### src/rtl/adcseq_pkg.sv
package adcseq_pkg;

    localparam int BUS_W    = 16;
    localparam int SAMPLE_W = 12;

    // Byte offsets of the register window
    localparam int OFS_CTRL_A = 'h00;   // write: control A, read: start
    localparam int OFS_CTRL_B = 'h02;   // write: control B
    localparam int OFS_STAT   = 'h04;   // read: status, write: clear interrupt
    localparam int OFS_DATA   = 'h10;   // write: list entry, read: result

    // Control word A bits
    localparam int CA_CONT    = 2;
    localparam int CA_FALL    = 3;
    localparam int CA_HF_IE   = 8;
    localparam int CA_GLB_IE  = 15;

    // Control word B bits
    localparam int CB_LIST_EN = 9;
    localparam int CB_FIFO_EN = 10;

    typedef enum logic [1:0] {
        MODE_OFF  = 2'd0,
        MODE_SOFT = 2'd1,
        MODE_SCAN = 2'd2,
        MODE_EXT  = 2'd3
    } trig_mode_e;

    typedef enum logic [1:0] {
        SEQ_IDLE  = 2'd0,
        SEQ_ISSUE = 2'd1,
        SEQ_WAIT  = 2'd2
    } seq_state_e;

    typedef struct packed {
        logic       diff;
        logic       unipolar;
        logic [1:0] gain;
        logic [3:0] chan;
    } list_entry_t;

endpackage

### src/rtl/adcseq_chan_list.sv
module adcseq_chan_list
    import adcseq_pkg::*;
#(
    parameter int DEPTH = 16,
    localparam int IDX_W = $clog2(DEPTH),
    localparam int CNT_W = $clog2(DEPTH + 1)
) (
    input  logic              clk,
    input  logic              rst_n,
    input  logic              enable,
    input  logic              wr_en,
    input  list_entry_t       wr_entry,
    input  logic [IDX_W-1:0]  rd_idx,
    output list_entry_t       rd_entry,
    output logic [CNT_W-1:0]  count,
    output logic              full
);

    list_entry_t mem [DEPTH];

    assign full     = (count == CNT_W'(DEPTH));
    assign rd_entry = mem[rd_idx];

    always_ff @(posedge clk or negedge rst_n) begin
        if (!rst_n) begin
            count <= '0;
        end else if (!enable) begin
            count <= '0;
        end else if (wr_en && !full) begin
            count <= count + 1'b1;
        end
    end

    always_ff @(posedge clk) begin
        if (enable && wr_en && !full) begin
            mem[count[IDX_W-1:0]] <= wr_entry;
        end
    end

    // A write into a full list leaves the entry count untouched
    p_list_full_drop_r10: assert property (@(posedge clk) disable iff (!rst_n)
        (enable && full && wr_en) |=> (count == $past(count)));

    // A disabled list is empty on the next cycle
    p_list_flush_r6: assert property (@(posedge clk) disable iff (!rst_n)
        (!enable) |=> (count == '0));

endmodule

### src/rtl/adcseq_result_fifo.sv
module adcseq_result_fifo
    import adcseq_pkg::*;
#(
    parameter int DEPTH = 16,
    parameter int WIDTH = SAMPLE_W,
    localparam int PTR_W = $clog2(DEPTH),
    localparam int CNT_W = $clog2(DEPTH + 1)
) (
    input  logic              clk,
    input  logic              rst_n,
    input  logic              enable,
    input  logic              push,
    input  logic [WIDTH-1:0]  push_data,
    input  logic              pop,
    output logic [WIDTH-1:0]  head,
    output logic [CNT_W-1:0]  count,
    output logic              empty,
    output logic              half,
    output logic              full
);

    logic [WIDTH-1:0] mem [DEPTH];
    logic [PTR_W-1:0] wr_ptr, rd_ptr;
    logic             pop_ok, push_ok;

    assign empty   = (count == '0);
    assign full    = (count == CNT_W'(DEPTH));
    assign half    = (count >= CNT_W'(DEPTH / 2));
    assign head    = mem[rd_ptr];
    assign pop_ok  = pop && !empty;
    assign push_ok = push && (!full || pop_ok);

    function automatic logic [PTR_W-1:0] bump(input logic [PTR_W-1:0] p);
        return (p == PTR_W'(DEPTH - 1)) ? '0 : p + 1'b1;
    endfunction

    always_ff @(posedge clk or negedge rst_n) begin
        if (!rst_n) begin
            wr_ptr <= '0;
            rd_ptr <= '0;
            count  <= '0;
        end else if (!enable) begin
            wr_ptr <= '0;
            rd_ptr <= '0;
            count  <= '0;
        end else begin
            if (push_ok) wr_ptr <= bump(wr_ptr);
            if (pop_ok)  rd_ptr <= bump(rd_ptr);
            if (push_ok && !pop_ok)      count <= count + 1'b1;
            else if (pop_ok && !push_ok) count <= count - 1'b1;
        end
    end

    always_ff @(posedge clk) begin
        if (enable && push_ok) begin
            mem[wr_ptr] <= push_data;
        end
    end

    // Once full, the FIFO stays full until a word is popped
    p_full_held_r8: assert property (@(posedge clk) disable iff (!rst_n)
        (enable && full && !pop) |=> full);

    // A disabled FIFO reads back empty on the next cycle
    p_fifo_flush_r6: assert property (@(posedge clk) disable iff (!rst_n)
        (!enable) |=> empty);

endmodule

### src/rtl/adcseq_seq_fsm.sv
module adcseq_seq_fsm
    import adcseq_pkg::*;
#(
    parameter int DEPTH = 16,
    localparam int IDX_W = $clog2(DEPTH),
    localparam int CNT_W = $clog2(DEPTH + 1)
) (
    input  logic              clk,
    input  logic              rst_n,
    input  trig_mode_e        mode,
    input  logic              continuous,
    input  logic              trigger,
    input  logic [CNT_W-1:0]  list_count,
    input  logic              conv_done,
    output logic [IDX_W-1:0]  idx,
    output logic              conv_start,
    output logic              busy,
    output logic              push
);

    seq_state_e state, state_nx;
    logic       abort, last, launch, advance;

    assign abort   = (mode == MODE_OFF) || (list_count == '0);
    assign last    = ((CNT_W'(idx) + 1'b1) == list_count);
    assign launch  = (state == SEQ_IDLE) && trigger && !abort;
    assign advance = (state == SEQ_WAIT) && conv_done && !abort;

    // Next-state decode
    always_comb begin
        state_nx = state;
        if (abort) begin
            state_nx = SEQ_IDLE;                        // ABORT
        end else begin
            unique case (state)
                SEQ_IDLE:  if (trigger) state_nx = SEQ_ISSUE;   // LAUNCH
                SEQ_ISSUE: state_nx = SEQ_WAIT;                 // ISSUED
                SEQ_WAIT:  if (conv_done) begin
                               if (last && !continuous)
                                   state_nx = SEQ_IDLE;         // FINISH
                               else
                                   state_nx = SEQ_ISSUE;        // ADVANCE
                           end
                default:   state_nx = SEQ_IDLE;
            endcase
        end
    end

    // State and list index register
    always_ff @(posedge clk or negedge rst_n) begin
        if (!rst_n) begin
            state <= SEQ_IDLE;
            idx   <= '0;
        end else begin
            state <= state_nx;
            if (launch)       idx <= '0;
            else if (advance) idx <= last ? '0 : idx + 1'b1;
        end
    end

    // Outputs
    always_comb begin
        conv_start = 1'b0;
        push       = 1'b0;
        busy       = 1'b1;
        unique case (state)
            SEQ_IDLE:  busy       = 1'b0;
            SEQ_ISSUE: conv_start = 1'b1;
            SEQ_WAIT:  push       = conv_done && !abort;
            default:   busy       = 1'b0;
        endcase
    end

    // The start strobe lasts exactly one cycle
    p_start_pulse_r3: assert property (@(posedge clk) disable iff (!rst_n)
        conv_start |=> !conv_start);

    // Mode off returns the sequencer to idle on the next cycle
    p_abort_idle_r2: assert property (@(posedge clk) disable iff (!rst_n)
        (mode == MODE_OFF) |=> !busy);

    // A trigger while busy does not restart the list
    p_busy_ignores_trigger_r11: assert property (@(posedge clk) disable iff (!rst_n)
        (state == SEQ_WAIT && !conv_done && !abort && trigger) |=> (state == SEQ_WAIT));

endmodule

### src/rtl/adc_scan_frontend.sv
module adc_scan_frontend
    import adcseq_pkg::*;
#(
    parameter int LIST_DEPTH = 16,
    parameter int RES_DEPTH  = 16,
    parameter int ADDR_W     = 5,
    localparam int LIDX_W = $clog2(LIST_DEPTH),
    localparam int LCNT_W = $clog2(LIST_DEPTH + 1),
    localparam int RCNT_W = $clog2(RES_DEPTH + 1)
) (
    input  logic                 clk,
    input  logic                 rst_n,
    input  logic [ADDR_W-1:0]    bus_addr,
    input  logic                 bus_wr,
    input  logic                 bus_rd,
    input  logic [BUS_W-1:0]     bus_wdata,
    output logic [BUS_W-1:0]     bus_rdata,
    input  logic                 scan_tick,
    input  logic                 ext_trig,
    output logic                 conv_start,
    output logic [3:0]           conv_chan,
    output logic [1:0]           conv_gain,
    output logic                 conv_unipolar,
    output logic                 conv_diff,
    input  logic                 conv_done,
    input  logic [SAMPLE_W-1:0]  conv_data,
    output logic                 irq
);

    logic [BUS_W-1:0]    ctrl_a, ctrl_b;
    logic [ADDR_W-1:0]   word_addr;
    logic                hit_a, hit_stat, hit_data;
    trig_mode_e          mode;
    logic                ext_q, ext_edge, trigger;
    logic                list_full, busy, seq_push;
    logic [LCNT_W-1:0]   list_count;
    logic [LIDX_W-1:0]   list_idx;
    list_entry_t         cur_entry;
    logic [SAMPLE_W-1:0] fifo_head;
    logic [RCNT_W-1:0]   fifo_count;
    logic                fifo_empty, fifo_half, fifo_full, fifo_pop;
    logic                half_q, half_rise, irq_pend, clr_wr;

    assign word_addr = {bus_addr[ADDR_W-1:1], 1'b0};
    assign hit_a     = (word_addr == ADDR_W'(OFS_CTRL_A));
    assign hit_stat  = (word_addr == ADDR_W'(OFS_STAT));
    assign hit_data  = (word_addr == ADDR_W'(OFS_DATA));
    assign mode      = trig_mode_e'(ctrl_a[1:0]);
    assign clr_wr    = bus_wr && hit_stat;
    assign fifo_pop  = bus_rd && hit_data;

    // Control registers
    always_ff @(posedge clk or negedge rst_n) begin
        if (!rst_n) begin
            ctrl_a <= '0;
            ctrl_b <= '0;
        end else if (bus_wr) begin
            if (hit_a)                                   ctrl_a <= bus_wdata;
            if (word_addr == ADDR_W'(OFS_CTRL_B))        ctrl_b <= bus_wdata;
        end
    end

    // Trigger source selection
    always_ff @(posedge clk or negedge rst_n) begin
        if (!rst_n) ext_q <= 1'b0;
        else        ext_q <= ext_trig;
    end

    assign ext_edge = ctrl_a[CA_FALL] ? (ext_q && !ext_trig) : (!ext_q && ext_trig);

    always_comb begin
        unique case (mode)
            MODE_OFF:  trigger = 1'b0;
            MODE_SOFT: trigger = bus_rd && hit_a;
            MODE_SCAN: trigger = scan_tick;
            MODE_EXT:  trigger = ext_edge;
            default:   trigger = 1'b0;
        endcase
    end

    adcseq_chan_list #(.DEPTH(LIST_DEPTH)) u_list (
        .clk      (clk),
        .rst_n    (rst_n),
        .enable   (ctrl_b[CB_LIST_EN]),
        .wr_en    (bus_wr && hit_data),
        .wr_entry (list_entry_t'(bus_wdata[7:0])),
        .rd_idx   (list_idx),
        .rd_entry (cur_entry),
        .count    (list_count),
        .full     (list_full)
    );

    adcseq_seq_fsm #(.DEPTH(LIST_DEPTH)) u_seq (
        .clk        (clk),
        .rst_n      (rst_n),
        .mode       (mode),
        .continuous (ctrl_a[CA_CONT]),
        .trigger    (trigger),
        .list_count (list_count),
        .conv_done  (conv_done),
        .idx        (list_idx),
        .conv_start (conv_start),
        .busy       (busy),
        .push       (seq_push)
    );

    assign conv_chan     = cur_entry.chan;
    assign conv_gain     = cur_entry.gain;
    assign conv_unipolar = cur_entry.unipolar;
    assign conv_diff     = cur_entry.diff;

    adcseq_result_fifo #(.DEPTH(RES_DEPTH), .WIDTH(SAMPLE_W)) u_fifo (
        .clk       (clk),
        .rst_n     (rst_n),
        .enable    (ctrl_b[CB_FIFO_EN]),
        .push      (seq_push),
        .push_data (conv_data ^ SAMPLE_W'(1 << (SAMPLE_W - 1))),
        .pop       (fifo_pop),
        .head      (fifo_head),
        .count     (fifo_count),
        .empty     (fifo_empty),
        .half      (fifo_half),
        .full      (fifo_full)
    );

    // Half-full interrupt
    assign half_rise = fifo_half && !half_q && ctrl_a[CA_HF_IE];

    always_ff @(posedge clk or negedge rst_n) begin
        if (!rst_n) begin
            half_q   <= 1'b0;
            irq_pend <= 1'b0;
        end else begin
            half_q <= fifo_half;
            if (half_rise)   irq_pend <= 1'b1;
            else if (clr_wr) irq_pend <= 1'b0;
        end
    end

    assign irq = irq_pend && ctrl_a[CA_GLB_IE];

    // Read data
    always_comb begin
        bus_rdata = '0;
        if (hit_stat) begin
            bus_rdata[0] = busy;
            bus_rdata[1] = list_full;
            bus_rdata[2] = fifo_empty;
            bus_rdata[3] = fifo_half;
            bus_rdata[4] = fifo_full;
            bus_rdata[8] = irq_pend;
        end else if (hit_data && !fifo_empty) begin
            bus_rdata[SAMPLE_W-1:0] = fifo_head;
        end
    end

    // A clear write with no new half-full event drops the pending flag
    p_clear_irq_r9: assert property (@(posedge clk) disable iff (!rst_n)
        (clr_wr && !half_rise) |=> !irq_pend);

    // The FIFO never reports more words than it can hold
    p_no_overflow_r8: assert property (@(posedge clk) disable iff (!rst_n)
        fifo_count <= RCNT_W'(RES_DEPTH));

endmodule

### config.mk
export PLATFORM = sky130hd
export DESIGN_NAME = adc_scan_frontend
export DESIGN_NICKNAME = d
export VERILOG_FILES = /design/src/rtl/adcseq_pkg.sv /design/src/rtl/adcseq_chan_list.sv /design/src/rtl/adcseq_result_fifo.sv /design/src/rtl/adcseq_seq_fsm.sv /design/src/rtl/adc_scan_frontend.sv
export SDC_FILE = /design/constraint.sdc
export NUM_CORES = 1
export LEC_CHECK = 0
export ABC_AREA = 1
export BUFFER_PORTS_ARGS = -buffer_cell sky130_fd_sc_hd__buf_2
export CAP_MARGIN = 20
export CORE_MARGIN = 5
export CORE_UTILIZATION = 30
export CTS_CLUSTER_SIZE = 24
export DETAILED_ROUTE_END_ITERATION = 16
export PLACE_DENSITY = 0.55
export SETUP_SLACK_MARGIN = 0.3
export SLEW_MARGIN = 15
export SYNTH_ARGS = -nofsm -noshare
export SYNTH_HDL_FRONTEND = slang
export SYNTH_SLANG_ARGS = --single-unit
### constraint.sdc
create_clock -name clk -period 6.95 [get_ports clk]
set_clock_uncertainty 0.05 [all_clocks]
set_input_delay 0.695 -clock clk [delete_from_list [all_inputs] [get_ports clk]]
set_output_delay 0.695 -clock clk [all_outputs]
set_load 0.005 [all_outputs]
==> reports/qor.yml, run 1 <==
power_and_ir_drop:
  switchingPower_uw: 1025
  power_frac_comb: 0.060
  p_seq_frac: 0.501
  totalPowerFinal_uw: 4697
  netSwitchingFraction: 0.2182
  p_per_area_nw_per_um2: 272.7
  clock_power_share: 0.440
  p_leak_uw: 0.005953
  ir_worst_vdd_mv: 0.1998
  power.internal_uw: 3672
synthesis:
  yosys_warnings: 0
  synthSimpleGateAreaFrac: 0.1252
  ys_seq_area_frac: 0.7031
  synth-adder-area-share: 0.01645
  synth_xor_area_frac: 0.002937
  synth_top_family_by_area: "simple AND/OR/NAND/NOR gates"
  synth_compound_area_frac: 0.1148
  synth_cell_types: 40
  avgSynthCellArea_um2: 11.90
  synth_ff_type: "edfxtp_1"
  synthesis.area_um2: 14910
  synthArstFlopShare: 0.09859
  synth_cells: 1253
  synth-edff-count: 320
  synth_mux_area_frac: 0.003021
  synth-seq-cells: 355
critical_path:
  path_cells: "buf_4 > inv_2 > buf_12 > buf_4 > o21ai_0 > o22ai_1 > nand2_1 > nand3_1 > nand2_1 > nand2_1 > buf_2"
  path_common_cell: "nand2_1"
  path_max_fanout: 99
  reg2reg_to: "u_fifo.mem[10][10]$_DFFE_PP_"
  crit_required_ns: 6.20
  crit_path_end_kind: "primary output"
  cp.arrival_ns: 3.59
  timing.rr.start: "u_list.count[0]$_DFFE_PN0P_"
  crit_start: "u_fifo.rd_ptr[0]$_DFFE_PN0P_"
  cp_slowest_cell: "buf_4"
  cp_slowest_stage_delay_ns: 0.75
  path_class: "flip-flop to primary output"
  r2r_slack_ns: 4.00
  ff2ff_path_depth: 10
  startpoint_type: "flip-flop"
grt:
  grt_pass1_wl_um: 54950
  antenna_found_initial: 0
  gr-total-overflow: 0
  track_usage: 0.1292
  grt_max_degree: 100
  grt_pass1_vias: 9414
die:
  die_h_um: 233.0
  io_pins: 66
  initial_core_util: 0.3040
  fp-row-count: 81
  core_um2: 49050
  die_w_um: 233.0
  die_area_um2: 54270
min_path:
  hp-class: "input pin to asynchronous set/reset pin"
sta:
  fin_ws_ns: 2.618
  max_freq_ghz: 0.2308
  finalSetupViolations: 0
  period_share: 0.6233
  slew_headroom: 0.2824
  rsz0062_at_grt: "false"
  hold_viol: 0
  tns_ns: 0
  min_period_ns: 4.332
  tightest_slew_ns: 1.075
  slew_violations: 0
placed_design:
  dp_slack_ns: 2.948
  port_buffers: 56
  dp.cells: 1930
  dpl.hpwl_um: 21090
  place_congestion: 0.7986
  placed_area_um2: 15900
finish:
  final_common_cell: "edfxtp_1"
  stdcell_count: 2001
  syn_to_final_growth_pct: 15.50
  fin_nets: 1368
  final_cell_mix: "320 x edfxtp_1, 252 x nor2_1, 176 x o21ai_0, 113 x nand2_1, 56 x buf_2"
  drive_gt1_frac: 0.1272
  fin_area_um2: 17220
clocking:
  cts_buffers: 39
  cts.sinks: 355
  clk_pin_slew_ns: 0.06
  cts_tree: "built"
  cts_resized: 0
  cts_root_buffer: "clkbuf_16"
  post_cts_buffers: 0
  clk_latency_ns: 0.54
  cts_max_level: 2
  hold_buffers: 0
  clockBufferDepth: 3
status:
  outcome: "completed"
routing:
  drc: 0
  vias: 9604
  detail_route.wl_per_cell_um: 17.80
  wirelength_um: 35610
  vias_per_cell: 4.800
  drt_iter0_drc: 748
  ant_nets: 0
  drtPass1Iterations: 6
flow_run:
  drv_cap: 0
[power groups by stage]
stage | Clock (uW) | Sequential [uW] | Combinational (uW)
after floorplan | 0 | 2390 | 181
after global placement | 0 | 2400 | 268
after detailed placement | 0 | 2400 | 273
after CTS | 2110 | 2350 | 273
after global routing | 2200 | 2350 | 317
final | 2060 | 2350 | 280
[Yosys cell counts (2+ instances only)]
cell type | number | area share
edfxtp_1 | 320 | 0.64
o21ai_0 | 176 | 0.059
nor3_1 | 6 | 0.0020
xnor2_1 | 2 | 0.0012
o21ai_1 | 9 | 0.0030
inv_2 | 3 | 0.00076
nor2_1 | 252 | 0.063
dfrtp_1 | 35 | 0.059
buf_1 | 2 | 0.00050
xor2_1 | 3 | 0.0018
nand4_1 | 11 | 0.0046
mux2_2 | 4 | 0.0030
o211ai_1 | 41 | 0.021
a21oi_1 | 25 | 0.0084
nand3b_1 | 2 | 0.0010
ha_1 | 18 | 0.015
nand2_1 | 113 | 0.028
nor2_2 | 4 | 0.0017
buf_4 | 8 | 0.0040
buf_2 | 31 | 0.010
nand2_2 | 4 | 0.0017
clkinv_2 | 2 | 0.00067
inv_1 | 43 | 0.011
clkbuf_1 | 28 | 0.0070
nand3_1 | 48 | 0.016
a31oi_1 | 5 | 0.0021
nand3_2 | 3 | 0.0020
o22ai_1 | 42 | 0.018
or2_2 | 2 | 0.00084
[per-stage QoR]
| step | hold slack [ns] | util |
|---|---|---|
| 5_1_grt | 0.2236 | 0.3511 |
| 4_1_cts | 0.2151 | 0.3501 |
| 3_5_place_dp | 0.4508 | 0.3241 |
| 2_1_floorplan | 0.3494 | - |
| 6_report | 0.2201 | 0.3511 |
| 3_3_place_gp | 0.4383 | 0.3241 |
[worst max-delay path: cells and delay by family (launching register included)]
kind,cells,cell delay [ns]
AO/OA/AOI/OAI,2,0.29
AND/OR/NAND/NOR,4,0.44
buffers and inverters,5,1.95
flip-flops,1,0.33
[registers in the layout, summed over array words and instances, names as in the netlist, 4 cells and up]
name and cells:
u_fifo.rd_ptr 4, u_fifo.wr_ptr 4, u_list.mem 128, ctrl_a 6, u_seq.idx 4, u_fifo.mem 192
u_list.count 5, u_fifo.count 5
[cells by family after synthesis]
family          after synthesis
xor+xnor                      5
simple gates                448
buf+inv                     117
fa+ha+maj                    19
flops                       355
compound gates              304
mux                           4
other cells                   1
[cell type report]
cell class | instances | area, um^2
Antenna cell | 1 | 2.502
Clock buffer | 53 | 1090
Clock inverter | 15 | 185.2
Fill cell | 4849 | 31830
Inverter | 48 | 182.7
Multi-Input combinational cell | 784 | 3943
Sequential cell | 355 | 10490
Tap cell | 664 | 830.8
Timing Repair Buffer | 81 | 500.5
[how the worst max path moves through the flow]
stage               depth (start not counted)                           to  slack [ns]
CTS                                         8                 bus_rdata[7]        2.37
finish                                     11                 bus_rdata[2]        2.62
floorplan                                   7  u_fifo.mem[11][0]$_DFFE_PP_        4.27
global route                                9                 bus_rdata[7]        2.28
global placement                           10                 bus_rdata[2]        2.96
detailed placement                          8                 bus_rdata[7]        2.95
[per-layer routing]
layer	up-vias	GRT usage	routed length (um)
li1	4629	-	-
met1	4729	0.1682	15570
met2	189	0.2208	17610
met3	57	0.02477	1539
met4	0	0.03618	891
met5	-	0	0
Note: power is estimated with default switching activity, not from simulation.
==> run 2: changes to the inputs <==
PLACE_DENSITY = 0.56   (was 0.55)
clock period = 3.6 ns   (was 6.95 ns; I/O delays follow)
==> reports/qor.yml, run 2 (synthesis results as in run 1) <==
grt:
  track_usage: 0.1281  # -0.001130
  gr-total-overflow: 0  # unchanged
  antenna_found_initial: 2  # +2
  grt_pass1_wl_um: 54630  # -0.58%
  grt_pass1_vias: 9460  # +0.49%
  grt_max_degree: 99  # -1.0%
critical_path:
  path_class: "flip-flop to primary output"
  cp_top_family: "buffers and inverters"
  path_cells: "inv_1 > buf_4 > o21ai_0 > o211ai_1 > o21ai_0 > o21ai_1 > buf_2"
  cp_slowest_cell: "inv_1"
  cp.arrival_ns: 2.67  # -0.92 ns
  path_common_cell: "o21ai_0"
  cp_slowest_stage_delay_ns: 0.45  # -0.30 ns
  cp_num_buf_inv: 3  # -2
  startpoint_type: "flip-flop"
  crit_path_end_kind: "primary output"
  path_max_fanout: 25  # -75%
  crit_required_ns: 3.19  # -3.01 ns
finish:
  final_cell_mix: "320 x edfxtp_1, 252 x nor2_1, 176 x o21ai_0, 113 x nand2_1, 56 x buf_2"
  fin_nets: 1379  # +0.80%
  syn_to_final_growth_pct: 15.41  # about the same
  reg_top3: "u_fifo.mem: 192 flops, u_list.mem: 128 flops, ctrl_a: 6 flops"
  fill_cells: 4900  # +1.1%
  drive_gt1_frac: 0.1291  # +0.001835
  final_common_cell: "edfxtp_1"
  largest_reg_flops: 192  # unchanged
  top_register: "u_fifo.mem"
power_and_ir_drop:
  ir_worst_vdd_mv: 0.3270  # +64%
  p_leak_uw: 0.005957  # about the same
  power_frac_comb: 0.061  # about the same
  netSwitchingFraction: 0.2246  # +0.006407
  clock_power_share: 0.422  # -0.018
  p_per_area_nw_per_um2: 510.6  # +87%
  p_seq_frac: 0.517  # +0.016
  power.internal_uw: 6814  # +86%
  switchingPower_uw: 1974  # +93%
die:
  io_pins: 66  # unchanged
  fp-row-count: 81  # unchanged
  core_um2: 49050  # unchanged
  die_area_um2: 54270  # unchanged
  die_w_um: 233.0  # unchanged
  die_h_um: 233.0  # unchanged
  initial_core_util: 0.3040  # unchanged
clocking:
  cts_buffers: 37  # -5.1%
  clk_latency_ns: 0.54  # about the same
  cts_root_buffer: "clkbuf_16"
  cts.sinks: 355  # unchanged
  clk_pin_slew_ns: 0.06  # about the same
  cts_tree: "built"
  clockBufferDepth: 3  # unchanged
  cts_max_level: 2  # unchanged
sta:
  period_share: 0.8569
  finalSetupViolations: 0  # unchanged
  tns_ns: 0  # unchanged
  hold_viol: 0  # unchanged
  slew_violations: 0  # unchanged
  slew_headroom: 0.3655  # +0.08307
  tightest_slew_ns: 0.9482  # -0.1269 ns
  min_period_ns: 3.085
  rsz0062_at_grt: "false"
  max_freq_ghz: 0.3242
  fin_ws_ns: 0.5150  # -2.103 ns
  whs_ns: 0.01933  # -0.2008 ns
routing:
  drtPass1Iterations: 5  # -1
  wirelength_um: 35280  # -0.93%
  ant_nets: 0  # unchanged
  drt_iter0_drc: 591  # -21%
  vias_per_cell: 4.738  # -1.3%
  detail_route.wl_per_cell_um: 17.52  # -1.6%
  drc: 0  # unchanged
  vias: 9543  # -0.64%
placed_design:
  dpl.hpwl_um: 21410  # +1.5%
  port_buffers: 56  # unchanged
  place_congestion: 0.8034  # +0.60%
  dp_slack_ns: 0.9003  # -2.048 ns
status:
  outcome: "completed"
min_path:
  hp-class: "input pin to flip-flop"
flow_run:
  drv_cap: 0  # unchanged
run 2: changes by cell type in the layout (fill, tap and decap cells not counted), sizes merged:
cell	change
buf	+9
bufinv	-2
clkbuf	-3
clkinv	+4
diode	+1
dlygate4sd3	+4
run 2: final cells by class:
cell class / instances / area (um^2) / area share
inverter: 48 / 182.7 / 0.01061
sequential: 355 / 10490 / 0.6094
clock inverter: 17 / 152.6 / 0.008869
antenna: 2 / 5.005 / 0.0002908
multi-input combinational: 784 / 3943 / 0.2291
timing repair buffer: 94 / 591.8 / 0.03439
tap: 664 / 830.8 / 0.04827
clock buffer: 50 / 1016 / 0.05903
run 2: metal layers:
metal,vias to the layer above,wire length (um),track usage
li1,4640,-,-
met1,4639,15440,0.1659
met2,202,17250,0.2202
met3,60,1743,0.02441
met4,2,832,0.03526
met5,-,11,0
run 2: what timing repair did:
action / 4_1_cts / 5_1_grt
hold buffers: 4 / 0
setup buffers: 0 / 0
resized for setup: 0 / 1
setup endpoints to repair: 0 / 10
hold endpoints to repair: 38 / 0
run 2: worst reg2reg max path, stage by stage (launching register included):
cell and delay, ns:
dfrtp_1 0.42, inv_1 0.11, ha_1 0.24, nand2_1 0.10, nor2_1 0.07, nor2_2 0.19
nand2_1 0.11, inv_2 0.10, nand2_1 0.14, nor2_1 0.75
run 2: through the flow:
stage            util  power [uW]  cell area, um^2  instances
2_1_floorplan       -        4966            14920       1256
3_3_place_gp   0.3260        5154            15990       1941
3_5_place_dp   0.3260        5167            15990       1941
4_1_cts        0.3507        8897            17200       2012
5_1_grt        0.3508        9142            17210       2012
6_report       0.3509        8788            17210       2014
run 2: power by group through the flow:
stage	clock, uW	combinational (uW)	sequential, uW
3_3_place_gp	0	529	4630
3_5_place_dp	0	540	4630
5_1_grt	4000	604	4540
4_1_cts	3810	544	4540
6_report	3710	538	4540
2_1_floorplan	0	349	4620
run 2: final timing paths:
path / endpoint / from / cells past startpoint / slack [ns]
setup / recovery: conv_unipolar / u_seq.idx[1]$_DFFE_PN0P_ / 7 / 0.52
hold / removal: ctrl_b[9]$_DFFE_PN0P_ / bus_wdata[9] / 2 / 0.02
setup reg to reg: u_list.mem[5][1]$_DFFE_PP_ / u_list.count[0]$_DFFE_PN0P_ / 9 / 0.89
hold reg to reg: ctrl_a[15]$_DFFE_PN0P_ / ctrl_a[15]$_DFFE_PN0P_ / 1 / 0.47
max in group asynchronous: u_seq.idx[0]$_DFFE_PN0P_ / rst_n / 2 / 2.38
min in group asynchronous: u_fifo.count[0]$_DFFE_PN0P_ / rst_n / 2 / 0.50
